## config.mk

```make
export PLATFORM = sky130hd
export DESIGN_NAME = pend_id_access_arb
export DESIGN_NICKNAME = d
export VERILOG_FILES = /design/src/rtl/pend_id_access_pkg.sv /design/src/rtl/pend_id_ctl_select.sv /design/src/rtl/pend_id_decide.sv /design/src/rtl/pend_id_mask.sv /design/src/rtl/pend_id_resp_reg.sv /design/src/rtl/pend_id_access_arb.sv
export SDC_FILE = /design/constraint.sdc
export NUM_CORES = 1
export LEC_CHECK = 0
export BUFFER_PORTS_ARGS = -buffer_cell sky130_fd_sc_hd__buf_2
export CAP_MARGIN = 20
export CELL_PAD_IN_SITES_DETAIL_PLACEMENT = 1
export CELL_PAD_IN_SITES_GLOBAL_PLACEMENT = 1
export CORE_MARGIN = 4
export CORE_UTILIZATION = 30
export CTS_CLUSTER_DIAMETER = 30
export DETAILED_ROUTE_END_ITERATION = 10
export HOLD_SLACK_MARGIN = 0.03
export PLACE_DENSITY_LB_ADDON = 0.1
export SLEW_MARGIN = 5
export SYNTH_ARGS = -nofsm -noshare
export SYNTH_HDL_FRONTEND = slang
export SYNTH_SLANG_ARGS = --single-unit
```

## constraint.sdc

```tcl
create_clock -name clk -period 3.1 [get_ports clk]
set_input_delay 0.31 -clock clk [delete_from_list [all_inputs] [get_ports clk]]
set_output_delay 0.31 -clock clk [all_outputs]
set_load 0.005 [all_outputs]
```

## src/rtl/pend_id_access_pkg.sv

```systemverilog
package pend_id_access_pkg;

  localparam int SYND_W = 6;
  localparam logic [SYND_W-1:0] SYND_TRAP_L2 = 6'h03;
  localparam int NUM_RES = 5;

  // Outcome codes; the code is also the bit index into the one-hot flag vector.
  typedef enum logic [2:0] {
    RES_UNDEF   = 3'd0,
    RES_TRAP_L2 = 3'd1,
    RES_TRAP_L3 = 3'd2,
    RES_VIRT    = 3'd3,
    RES_PHYS    = 3'd4
  } res_code_e;

  // Effective controls after width selection.
  typedef struct packed {
    logic cp_trap;
    logic grp0_trap;
    logic fiq_virt;
    logic route_at_l1;
    logic route_at_l2;
  } eff_ctl_t;

endpackage

```

## src/rtl/pend_id_ctl_select.sv

```systemverilog
module pend_id_ctl_select
  import pend_id_access_pkg::*;
#(
  parameter int NUM_L2_CTL = 3
) (
  input  logic                  l2_enabled,
  input  logic                  l2_wide,
  input  logic [NUM_L2_CTL-1:0] l2_ctl_wide,
  input  logic [NUM_L2_CTL-1:0] l2_ctl_narrow,
  input  logic                  l3_present,
  input  logic                  l3_wide,
  input  logic                  route_wide,
  input  logic                  route_narrow,
  input  logic                  in_monitor,
  output eff_ctl_t              eff
);

  logic [NUM_L2_CTL-1:0] l2_sel;

  // One selector per level-2 control: width copy chosen, gated by enable. R13
  for (genvar g = 0; g < NUM_L2_CTL; g++) begin : g_l2_sel
    assign l2_sel[g] = l2_enabled & (l2_wide ? l2_ctl_wide[g] : l2_ctl_narrow[g]);
  end

  logic route_raw;
  logic monitor_skip;

  always_comb begin
    route_raw    = l3_present & (l3_wide ? route_wide : route_narrow);
    // Narrow level 3 in monitor mode suppresses routing checks from level 1. R5
    monitor_skip = ~l3_wide & in_monitor;
    eff.cp_trap     = l2_sel[0];
    eff.grp0_trap   = l2_sel[1];
    eff.fiq_virt    = l2_sel[2];
    eff.route_at_l1 = route_raw & ~monitor_skip;
    eff.route_at_l2 = route_raw;
  end

endmodule

```

## src/rtl/pend_id_decide.sv

```systemverilog
module pend_id_decide
  import pend_id_access_pkg::*;
(
  input  logic [1:0] level,
  input  eff_ctl_t   eff,
  input  logic       dbg_undef_early,
  input  logic       dbg_undef,
  input  logic       if_en_l1,
  input  logic       if_en_l2,
  input  logic       if_en_l3,
  output res_code_e  code
);

  res_code_e route_result;

  always_comb begin
    route_result = dbg_undef ? RES_UNDEF : RES_TRAP_L3;
    code = RES_UNDEF;
    unique case (level)
      2'd0: code = RES_UNDEF;
      2'd1: begin
        if (dbg_undef_early && eff.route_at_l1) code = RES_UNDEF;
        else if (eff.cp_trap)                   code = RES_TRAP_L2;
        else if (!if_en_l1)                     code = RES_UNDEF;
        else if (eff.grp0_trap)                 code = RES_TRAP_L2;
        else if (eff.fiq_virt)                  code = RES_VIRT;
        else if (eff.route_at_l1)               code = route_result;
        else                                    code = RES_PHYS;
      end
      2'd2: begin
        if (dbg_undef_early && eff.route_at_l2) code = RES_UNDEF;
        else if (!if_en_l2)                     code = RES_UNDEF;
        else if (eff.route_at_l2)               code = route_result;
        else                                    code = RES_PHYS;
      end
      default: code = if_en_l3 ? RES_PHYS : RES_UNDEF;
    endcase
  end

endmodule

```

## src/rtl/pend_id_mask.sv

```systemverilog
module pend_id_mask #(
  parameter int ID_W        = 24,
  parameter int NARROW_ID_W = 16,
  parameter int DATA_W      = 32
) (
  input  logic              id_wide,
  input  logic [ID_W-1:0]   id_in,
  output logic [DATA_W-1:0] data_out
);

  // Per-bit keep logic: low bits always, upper id bits only in wide mode. R8
  for (genvar b = 0; b < DATA_W; b++) begin : g_bit
    if (b < NARROW_ID_W) begin : g_low
      assign data_out[b] = id_in[b];
    end else if (b < ID_W) begin : g_mid
      assign data_out[b] = id_in[b] & id_wide;
    end else begin : g_top
      assign data_out[b] = 1'b0;
    end
  end

endmodule

```

## src/rtl/pend_id_resp_reg.sv

```systemverilog
module pend_id_resp_reg
  import pend_id_access_pkg::*;
#(
  parameter int DATA_W = 32
) (
  input  logic               clk,
  input  logic               rst_n,
  input  logic               req_valid,
  output logic               req_ready,
  input  logic [NUM_RES-1:0] flags_in,
  input  logic [SYND_W-1:0]  synd_in,
  input  logic [DATA_W-1:0]  data_in,
  input  logic               rsp_ready,
  output logic               rsp_valid,
  output logic [NUM_RES-1:0] flags_out,
  output logic [SYND_W-1:0]  synd_out,
  output logic [DATA_W-1:0]  data_out
);

  logic               accept;
  logic               consume;
  logic               valid_q, valid_d;
  logic               load_en;
  logic [NUM_RES-1:0] flags_q, flags_d;
  logic [SYND_W-1:0]  synd_q, synd_d;
  logic [DATA_W-1:0]  data_q, data_d;

  always_comb begin
    req_ready = ~valid_q | rsp_ready;
    accept    = req_valid & req_ready;
    consume   = valid_q & rsp_ready;
    valid_d   = accept | (valid_q & ~rsp_ready);
    load_en   = accept | consume;
    if (accept) begin
      flags_d = flags_in;
      synd_d  = synd_in;
      data_d  = data_in;
    end else begin
      flags_d = '0;
      synd_d  = '0;
      data_d  = '0;
    end
  end

  always_ff @(posedge clk or negedge rst_n) begin
    if (!rst_n) begin
      valid_q <= 1'b0;
      flags_q <= '0;
      synd_q  <= '0;
      data_q  <= '0;
    end else begin
      valid_q <= valid_d;
      if (load_en) begin
        flags_q <= flags_d;
        synd_q  <= synd_d;
        data_q  <= data_d;
      end
    end
  end

  assign rsp_valid = valid_q;
  assign flags_out = flags_q;
  assign synd_out  = synd_q;
  assign data_out  = data_q;

  AST_ONE_RESULT: assert property (@(posedge clk) disable iff (!rst_n)
    valid_q |-> $onehot(flags_q));
  AST_IDLE_QUIET: assert property (@(posedge clk) disable iff (!rst_n)
    !valid_q |-> (flags_q == '0));
  AST_HOLD_STALL: assert property (@(posedge clk) disable iff (!rst_n)
    (valid_q && !rsp_ready) |=> (valid_q && $stable(flags_q) && $stable(data_q) && $stable(synd_q)));
  AST_ACCEPT_RESP: assert property (@(posedge clk) disable iff (!rst_n)
    (req_valid && req_ready) |=> valid_q);
  AST_NO_ACCEPT_STALL: assert property (@(posedge clk) disable iff (!rst_n)
    (valid_q && !rsp_ready) |-> !req_ready);

endmodule

```

## src/rtl/pend_id_access_arb.sv

```systemverilog
module pend_id_access_arb
  import pend_id_access_pkg::*;
#(
  parameter int ID_W        = 24,
  parameter int NARROW_ID_W = 16,
  parameter int DATA_W      = 32
) (
  input  logic              clk,
  input  logic              rst_n,
  input  logic              req_valid,
  output logic              req_ready,
  input  logic [1:0]        req_level,
  input  logic              in_monitor,
  input  logic              l2_enabled,
  input  logic              l2_wide,
  input  logic              l2_cp_trap_wide,
  input  logic              l2_cp_trap_narrow,
  input  logic              l2_grp0_trap_wide,
  input  logic              l2_grp0_trap_narrow,
  input  logic              l2_fiq_virt_wide,
  input  logic              l2_fiq_virt_narrow,
  input  logic              l3_present,
  input  logic              l3_wide,
  input  logic              l3_fiq_route_wide,
  input  logic              l3_fiq_route_narrow,
  input  logic              dbg_undef_early,
  input  logic              dbg_undef,
  input  logic              if_en_l1,
  input  logic              if_en_l2,
  input  logic              if_en_l3,
  input  logic              id_wide,
  input  logic [ID_W-1:0]   phys_id,
  input  logic [ID_W-1:0]   virt_id,
  output logic              rsp_valid,
  input  logic              rsp_ready,
  output logic              rsp_undef,
  output logic              rsp_trap_l2,
  output logic              rsp_trap_l3,
  output logic              rsp_virt,
  output logic              rsp_phys,
  output logic [SYND_W-1:0] rsp_syndrome,
  output logic [DATA_W-1:0] rsp_data
);

  localparam int NUM_L2_CTL = 3;

  eff_ctl_t           eff;
  res_code_e          code;
  logic [ID_W-1:0]    src_id;
  logic [DATA_W-1:0]  masked;
  logic [DATA_W-1:0]  data_next;
  logic [SYND_W-1:0]  synd_next;
  logic [NUM_RES-1:0] flags_next;
  logic [NUM_RES-1:0] flags_q;
  logic               is_read;

  pend_id_ctl_select #(.NUM_L2_CTL(NUM_L2_CTL)) u_sel (
    .l2_enabled    (l2_enabled),
    .l2_wide       (l2_wide),
    .l2_ctl_wide   ({l2_fiq_virt_wide, l2_grp0_trap_wide, l2_cp_trap_wide}),
    .l2_ctl_narrow ({l2_fiq_virt_narrow, l2_grp0_trap_narrow, l2_cp_trap_narrow}),
    .l3_present    (l3_present),
    .l3_wide       (l3_wide),
    .route_wide    (l3_fiq_route_wide),
    .route_narrow  (l3_fiq_route_narrow),
    .in_monitor    (in_monitor),
    .eff           (eff)
  );

  pend_id_decide u_dec (
    .level           (req_level),
    .eff             (eff),
    .dbg_undef_early (dbg_undef_early),
    .dbg_undef       (dbg_undef),
    .if_en_l1        (if_en_l1),
    .if_en_l2        (if_en_l2),
    .if_en_l3        (if_en_l3),
    .code            (code)
  );

  always_comb begin
    is_read    = (code == RES_VIRT) || (code == RES_PHYS);
    src_id     = (code == RES_VIRT) ? virt_id : phys_id;
    flags_next = NUM_RES'(1) << code;
    synd_next  = (code == RES_TRAP_L2) ? SYND_TRAP_L2 : '0;
  end

  pend_id_mask #(.ID_W(ID_W), .NARROW_ID_W(NARROW_ID_W), .DATA_W(DATA_W)) u_mask (
    .id_wide  (id_wide),
    .id_in    (src_id),
    .data_out (masked)
  );

  assign data_next = is_read ? masked : '0;

  pend_id_resp_reg #(.DATA_W(DATA_W)) u_resp (
    .clk       (clk),
    .rst_n     (rst_n),
    .req_valid (req_valid),
    .req_ready (req_ready),
    .flags_in  (flags_next),
    .synd_in   (synd_next),
    .data_in   (data_next),
    .rsp_ready (rsp_ready),
    .rsp_valid (rsp_valid),
    .flags_out (flags_q),
    .synd_out  (rsp_syndrome),
    .data_out  (rsp_data)
  );

  assign rsp_undef   = flags_q[RES_UNDEF];
  assign rsp_trap_l2 = flags_q[RES_TRAP_L2];
  assign rsp_trap_l3 = flags_q[RES_TRAP_L3];
  assign rsp_virt    = flags_q[RES_VIRT];
  assign rsp_phys    = flags_q[RES_PHYS];

  AST_LVL0_UNDEF: assert property (@(posedge clk) disable iff (!rst_n)
    (req_valid && req_ready && req_level == 2'd0) |=> rsp_undef);
  AST_LVL3_GATE: assert property (@(posedge clk) disable iff (!rst_n)
    (req_valid && req_ready && req_level == 2'd3) |=> (rsp_phys == $past(if_en_l3)));
  AST_SYND_L2: assert property (@(posedge clk) disable iff (!rst_n)
    (rsp_valid && rsp_trap_l2) |-> (rsp_syndrome == 6'h03));
  AST_SYND_OTHER: assert property (@(posedge clk) disable iff (!rst_n)
    (rsp_valid && !rsp_trap_l2) |-> (rsp_syndrome == '0));
  AST_TOP_ZERO: assert property (@(posedge clk) disable iff (!rst_n)
    rsp_valid |-> (rsp_data[DATA_W-1:ID_W] == '0));
  AST_NARROW_ZERO: assert property (@(posedge clk) disable iff (!rst_n)
    (rsp_valid && !id_wide) |-> (rsp_data[ID_W-1:NARROW_ID_W] == '0));
  AST_FAULT_NO_DATA: assert property (@(posedge clk) disable iff (!rst_n)
    (rsp_valid && !rsp_virt && !rsp_phys) |-> (rsp_data == '0));

endmodule

```

==> flow_metrics.env, run 1 <==
export IMPL_status="completed"
export IMPL_reg2reg_depth=5
export IMPL_power_density_nw_per_um2=394
export IMPL_finalCritPeriodShare_pct=59.4
export IMPL_worst_pin_slew_ns=0.677
export IMPL_cp_arrival_ns=2.00
export IMPL_maxSlewViolCount=0
export IMPL_gp_congestion=0.735
export IMPL_routed_wl_mm=5.20
export IMPL_rows=26
export IMPL_htree_levels=2
export IMPL_hold_viol=0
export IMPL_drc=0
export IMPL_maxCapViolCount=0
export IMPL_ir_worst_vdd_v=0.000154
export IMPL_dp_hpwl_mm=4.10
export IMPL_grt_setup_unrepaired="false"
export IMPL_antenna_left=0
export IMPL_portBuffers=105
export IMPL_pwr_share_comb_pct=18.1
export IMPL_vias=1610
export IMPL_crit_fanout=17
export IMPL_cts_clk_slew_worst_paths_ns=0.06
export IMPL_setup_viol=0
export IMPL_clkPwrFrac_pct=35.3
export IMPL_ys_seq_area_share_pct=45.1
export IMPL_hold_slack_ns=0.0597
export IMPL_diodes=0
export IMPL_cp_start_kind="input port"
export IMPL_die_area_sq_um=6810
export IMPL_clockBufferDepth=2
export IMPL_ys_ff_latch=30
export IMPL_grt_max_degree=31
export IMPL_netlist_area_leader_share_pct=45.1
export IMPL_slew_headroom_pct=54.8
export IMPL_die_x_um=82.5
export IMPL_fmax_mhz=543
export IMPL_overflow=0
export IMPL_p_leak_nw=1.26
export IMPL_setup_tns_ns=0
export IMPL_wl_per_cell_um=15.9
export IMPL_viasPerCell=4.92
export IMPL_yosysWarnings=0
export IMPL_drive_above_1_share_pct=54.5
export IMPL_hold_buffers=0
export IMPL_grt_pass1_wl_mm=7.70
export IMPL_drt_iter0_drc=74
export IMPL_antenna_found_initial=0
export IMPL_endpoint_kind="register"
export IMPL_cp_required_ns=3.26
export IMPL_reg2reg_to="u_resp.data_out[16]$_DFFE_PN0P_"
export IMPL_power_w=0.000907
export IMPL_layout_nets=329
export IMPL_synth_cell_types=34
export IMPL_syn_area_per_cell_sq_um=11.3
export IMPL_grt_util_all_layers_pct=15.0
export IMPL_worstSetupPathType="in -> reg"
export IMPL_fin_skew_ns=0.00563
export IMPL_clk_latency_ns=0.28
export IMPL_syn_area_sq_um=1670
export IMPL_core_area_sq_um=5240
export IMPL_hold_class="in -> async"
export IMPL_synth_top_area_cell="dfrtp_1"
export IMPL_synth_area_leaders="dfrtp_1 45%, a221o_2 11%, and2_1 9.8%"
export IMPL_clock_sinks=30
export IMPL_nFillCells=631
export IMPL_netlist_instances=148
export IMPL_layout_min_cycle_time_ns=1.84
export IMPL_cts_root_buf="clkbuf_8"
export IMPL_sw_frac_of_total_pct=25.5
export IMPL_grt_pass1_vias=1549
export IMPL_cts_setup_buffers=0
export IMPL_cts_tree="built"
export IMPL_cts_buffers=5
export IMPL_pwr_share_seq_pct=46.6
export IMPL_power_switching_w=0.000232
export IMPL_syn_to_final_growth_pct=38.4
export IMPL_utilization_pct=44.0
export IMPL_die_height_um=82.5
export IMPL_first_pass_iters=4
export IMPL_io_pins=118
export IMPL_r2r_slack_ns=1.45
export IMPL_ctsResizeCount=0
export IMPL_p_int_w=0.000676
export IMPL_start_util_pct=31.8
export IMPL_reg2reg_from="u_resp.rsp_valid$_DFF_PN0_"
[cell usage in the layout, fill, tap and decap left out, types with 4 or more instances in the layout]
cell        n
nand2_1     7
a221o_1     8
dfrtp_1    30
a221o_2    17
clkbuf_8    6
and2_1     26
buf_4       4
conb_1     12
buf_2     105
o21ai_0     4
[cells by family after synthesis]
| kind of cell | share of synthesized area (%) |
|---|---|
| muxes | 3.23 |
| and+or+nand+nor | 17.5 |
| AOI/OAI and AO/OA | 25.1 |
| other | 0.225 |
| DFF | 45.1 |
| buffers and inverters | 8.87 |
[worst max-delay path: stages]
cell,delay (ns)
buf_2,0.11
nor3b_1,0.32
nor2_1,0.10
o211ai_1,0.51
a211oi_4,0.07
buf_4,0.23
a221o_2,0.35
[power by group through the flow]
stage           logic, W  registers (W)  clock network [W]
3_3_place_gp    0.000165       0.000430                  0
2_1_floorplan  0.0000771       0.000432                  0
4_1_cts         0.000167       0.000423           0.000331
3_5_place_dp    0.000166       0.000430                  0
5_1_grt         0.000184       0.000426           0.000352
6_report        0.000164       0.000423           0.000320
[layer usage]
metal  wire length [um]  track usage (%)  vias up
met1               2130             19.3      770
met3                593             3.69        5
li1                   -                -      749
met4                 62             4.90        0
met5                  0                0        -
met2               2410             24.4       86
[metrics by stage]
stage / instances / setup slack (ns) / cell area, sq um
final: 327 / 1.26 / 2300
after global routing: 327 / 1.08 / 2300
after CTS: 327 / 1.25 / 2300
after detailed placement: 319 / 0.959 / 2210
after global placement: 319 / 0.973 / 2210
after floorplan: 159 / 1.27 / 1710
[synth_stat cells]
master,count
a21o_2,1
a221o_2,17
a22o_1,1
dlygate4sd1_1,1
nor2_1,2
o41ai_1,1
nor2b_1,2
a221o_1,8
and2_1,26
conb_1,1
o31ai_1,1
mux2_2,3
buf_6,1
nor3b_1,2
and3b_1,1
a21o_1,1
nor4b_1,1
nand2b_1,3
inv_1,2
o311ai_0,1
o21ai_0,4
o22ai_1,1
and3_1,1
nand4_1,1
o211ai_1,2
nand2_1,7
nand4b_1,1
clkbuf_1,2
dfrtp_1,30
and4b_1,1
a21oi_1,3
a211oi_4,2
mux2i_1,2
buf_4,15
[final cells by class]
cell class | instances | area (sq um) | share of cell area (%)
clock buffers | 7 | 86.3 | 3.75
clock inverters | 1 | 5.00 | 0.217
flip-flops and latches | 30 | 751 | 32.6
multi-input cells | 108 | 812 | 35.2
repair buffers | 109 | 556 | 24.1
inverters | 2 | 7.51 | 0.326
well taps | 70 | 87.6 | 3.80
[worst max path at each step]
stage,start,slack [ns],endpoint
final,l3_wide,1.26,u_resp.data_out[1]$_DFFE_PN0P_
after global placement,l2_wide,0.97,u_resp.data_out[16]$_DFFE_PN0P_
after CTS,l3_wide,1.25,u_resp.data_out[1]$_DFFE_PN0P_
after global routing,l3_wide,1.08,u_resp.data_out[1]$_DFFE_PN0P_
after detailed placement,l3_wide,0.96,u_resp.data_out[7]$_DFFE_PN0P_
after floorplan,l3_wide,1.27,u_resp.data_out[0]$_DFFE_PN0P_
[registers in the layout, summed over array words and instances (netlist names)]
register / count
u_resp.flags_out: 4
u_resp.synd_out: 1
u_resp.rsp_valid: 1
u_resp.data_out: 24
Note: power is estimated with default switching activity, not from simulation.
==> inputs of run 2 (changes only) <==
--- a/config.mk
+++ b/config.mk
@@ -10,7 +10,7 @@
 export CELL_PAD_IN_SITES_DETAIL_PLACEMENT = 1
 export CELL_PAD_IN_SITES_GLOBAL_PLACEMENT = 1
 export CORE_MARGIN = 4
-export CORE_UTILIZATION = 30
+export CORE_UTILIZATION = 29
 export CTS_CLUSTER_DIAMETER = 30
 export DETAILED_ROUTE_END_ITERATION = 10
 export HOLD_SLACK_MARGIN = 0.03
==> constraint.sdc (replaced) <==
create_clock -name clk -period 1.8 [get_ports clk]
set_input_delay 0.18 -clock clk [delete_from_list [all_inputs] [get_ports clk]]
set_output_delay 0.18 -clock clk [all_outputs]
set_load 0.005 [all_outputs]
==> run 2 against run 1 <==
Hold slack gained 0.064 ns. Die area grew 3.1%. First-iteration DRC count down 45%. Highest routed layer unchanged. Cell count up 2.8%. Sequential share of layout area shrank 0.89 points. Largest cell class unchanged.
==> flow_metrics.env, run 2 (synthesis results as in run 1) <==
export IMPL_status="completed"
export IMPL_fmax_mhz=640
export IMPL_place_area_sq_um=2280
export IMPL_viasPerCell=4.78
export IMPL_worst_pin_slew_ns=0.686
export IMPL_worstSetupPathType="in -> reg"
export IMPL_first_pass_iters=4
export IMPL_diodes=0
export IMPL_slew_headroom_pct=54.3
export IMPL_pwr_share_comb_pct=19.1
export IMPL_nFillCells=685
export IMPL_rows=27
export IMPL_clockBufferDepth=2
export IMPL_die_area_sq_um=7020
export IMPL_layout_min_cycle_time_ns=1.56
export IMPL_power_switching_w=0.000408
export IMPL_fin_skew_ns=0.00423
export IMPL_p_int_w=0.00113
export IMPL_final_cell_mix="105 x buf_2, 30 x dfrtp_1, 26 x and2_1"
export IMPL_cts_tree="built"
export IMPL_p_leak_nw=1.30
export IMPL_die_x_um=83.8
export IMPL_final_common_cell="buf_2"
export IMPL_crit_fanout=10
export IMPL_gp_congestion=0.768
export IMPL_placed_cells=328
export IMPL_largest_reg_flops=24
export IMPL_maxCapViolCount=0
export IMPL_cp_required_ns=2.02
export IMPL_endpoint_kind="register"
export IMPL_syn_to_final_growth_pct=42.3
export IMPL_dp_hpwl_mm=4.20
export IMPL_io_pins=118
export IMPL_drt_iter0_drc=41
export IMPL_final_area_sq_um=2370
export IMPL_cts_clk_slew_worst_paths_ns=0.07
export IMPL_drc=0
export IMPL_cts_buffers=5
export IMPL_layout_nets=337
export IMPL_grt_util_all_layers_pct=15.4
export IMPL_antenna_left=0
export IMPL_clk_latency_ns=0.28
export IMPL_setup_tns_ns=0
export IMPL_cts_root_buf="clkbuf_8"
export IMPL_clock_sinks=30
export IMPL_ir_worst_vdd_v=0.000219
export IMPL_clkPwrFrac_pct=33.3
export IMPL_wl_per_cell_um=15.6
export IMPL_pwr_share_seq_pct=47.5
export IMPL_stdcell_count=336
export IMPL_vias=1607
export IMPL_maxSlewViolCount=0
export IMPL_setup_viol=0
export IMPL_htree_levels=2
export IMPL_grt_pass1_wl_mm=8.68
export IMPL_drive_above_1_share_pct=55.7
export IMPL_routed_wl_mm=5.24
export IMPL_start_util_pct=30.1
export IMPL_cp_startpoint="l3_wide"
export IMPL_hold_slack_ns=0.124
export IMPL_hold_class="in -> reg"
export IMPL_hp_start="virt_id[21]"
export IMPL_grt_setup_unrepaired="false"
export IMPL_portBuffers=105
export IMPL_core_area_sq_um=5540
export IMPL_hold_viol=0
export IMPL_sw_frac_of_total_pct=26.6
export IMPL_cp_arrival_ns=1.79
export IMPL_die_height_um=83.8
export IMPL_grt_pass1_vias=1739
export IMPL_cp_start_kind="input port"
export IMPL_cts_setup_buffers=0
export IMPL_antenna_found_initial=0
export IMPL_overflow=0
export IMPL_grt_max_degree=31
export IMPL_power_density_nw_per_um2=647
export IMPL_reg2reg_from="u_resp.rsp_valid$_DFF_PN0_"
export IMPL_finalCritPeriodShare_pct=86.8
[run 2: changes by cell type in the layout (fill, tap and decap cells not counted), sizes merged]
cell,change
dlygate4sd3,+1
clkinv,+1
buf,+7
clkbuf,-2
[run 2: worst paths after layout]
kind	endpoint	slack (ns)	depth (start not counted)
setup / recovery	u_resp.data_out[11]$_DFFE_PN0P_	0.24	7
hold / removal	u_resp.data_out[21]$_DFFE_PN0P_	0.12	2
setup reg to reg	u_resp.data_out[7]$_DFFE_PN0P_	0.26	5
hold reg to reg	u_resp.flags_out[0]$_DFFE_PN0P_	0.48	2
max in group asynchronous	u_resp.data_out[19]$_DFFE_PN0P_	0.86	2
min in group asynchronous	u_resp.data_out[14]$_DFFE_PN0P_	0.49	2
[run 2: timing repair]
action                                 CTS  global route
hold buffers                             1             0
gates resized for setup                  0             0
setup endpoints to repair                0             0
endpoints found under the hold margin   30             0
[run 2: through the flow]
| stage | total power, W | util [%] | setup slack [ns] |
|---|---|---|---|
| after detailed placement | 0.00104 | 41.2 | -0.0699 |
| after global placement | 0.00104 | 41.2 | -0.0404 |
| final | 0.00153 | 42.8 | 0.237 |
| after floorplan | 0.000876 | - | 0.105 |
| after global routing | 0.00163 | 42.8 | 0.0958 |
| after CTS | 0.00156 | 42.8 | 0.217 |
[run 2: power by group through the flow]
| stage | combinational [W] | sequential [W] | clock, W |
|---|---|---|---|
| 2_1_floorplan | 0.000133 | 0.000743 | 0 |
| 6_report | 0.000294 | 0.000729 | 0.000511 |
| 5_1_grt | 0.000331 | 0.000733 | 0.000561 |
| 3_3_place_gp | 0.000295 | 0.000740 | 0 |
| 3_5_place_dp | 0.000297 | 0.000742 | 0 |
| 4_1_cts | 0.000300 | 0.000729 | 0.000529 |
[run 2: final cells by class]
cell class | count | area (sq um) | share of cell area [%]
Clock inverter | 2 | 10.0 | 0.422
Sequential cell | 30 | 751 | 31.7
Multi-Input combinational cell | 108 | 812 | 34.3
Timing Repair Buffer | 117 | 631 | 26.6
Tap cell | 72 | 90.1 | 3.80
Inverter | 2 | 7.51 | 0.317
Clock buffer | 5 | 68.8 | 2.90
[run 2: routing by layer]
metal  global-route usage, %  part of all wire [%]  vias to the layer above
li1                        -                     -                      765
met3                    3.55                   6.7                       10
met1                    18.9                    42                      764
met4                    6.73                   2.3                        0
met2                    25.8                    49                       68
met5                       0                     0                        -
[run 2: worst max-delay path, stage by stage]
cell and delay (ns):
buf_2 0.10, nor3b_1 0.30, o21ai_0 0.13, a221o_2 0.43, a211oi_4 0.27, buf_4 0.21, a221o_2 0.16
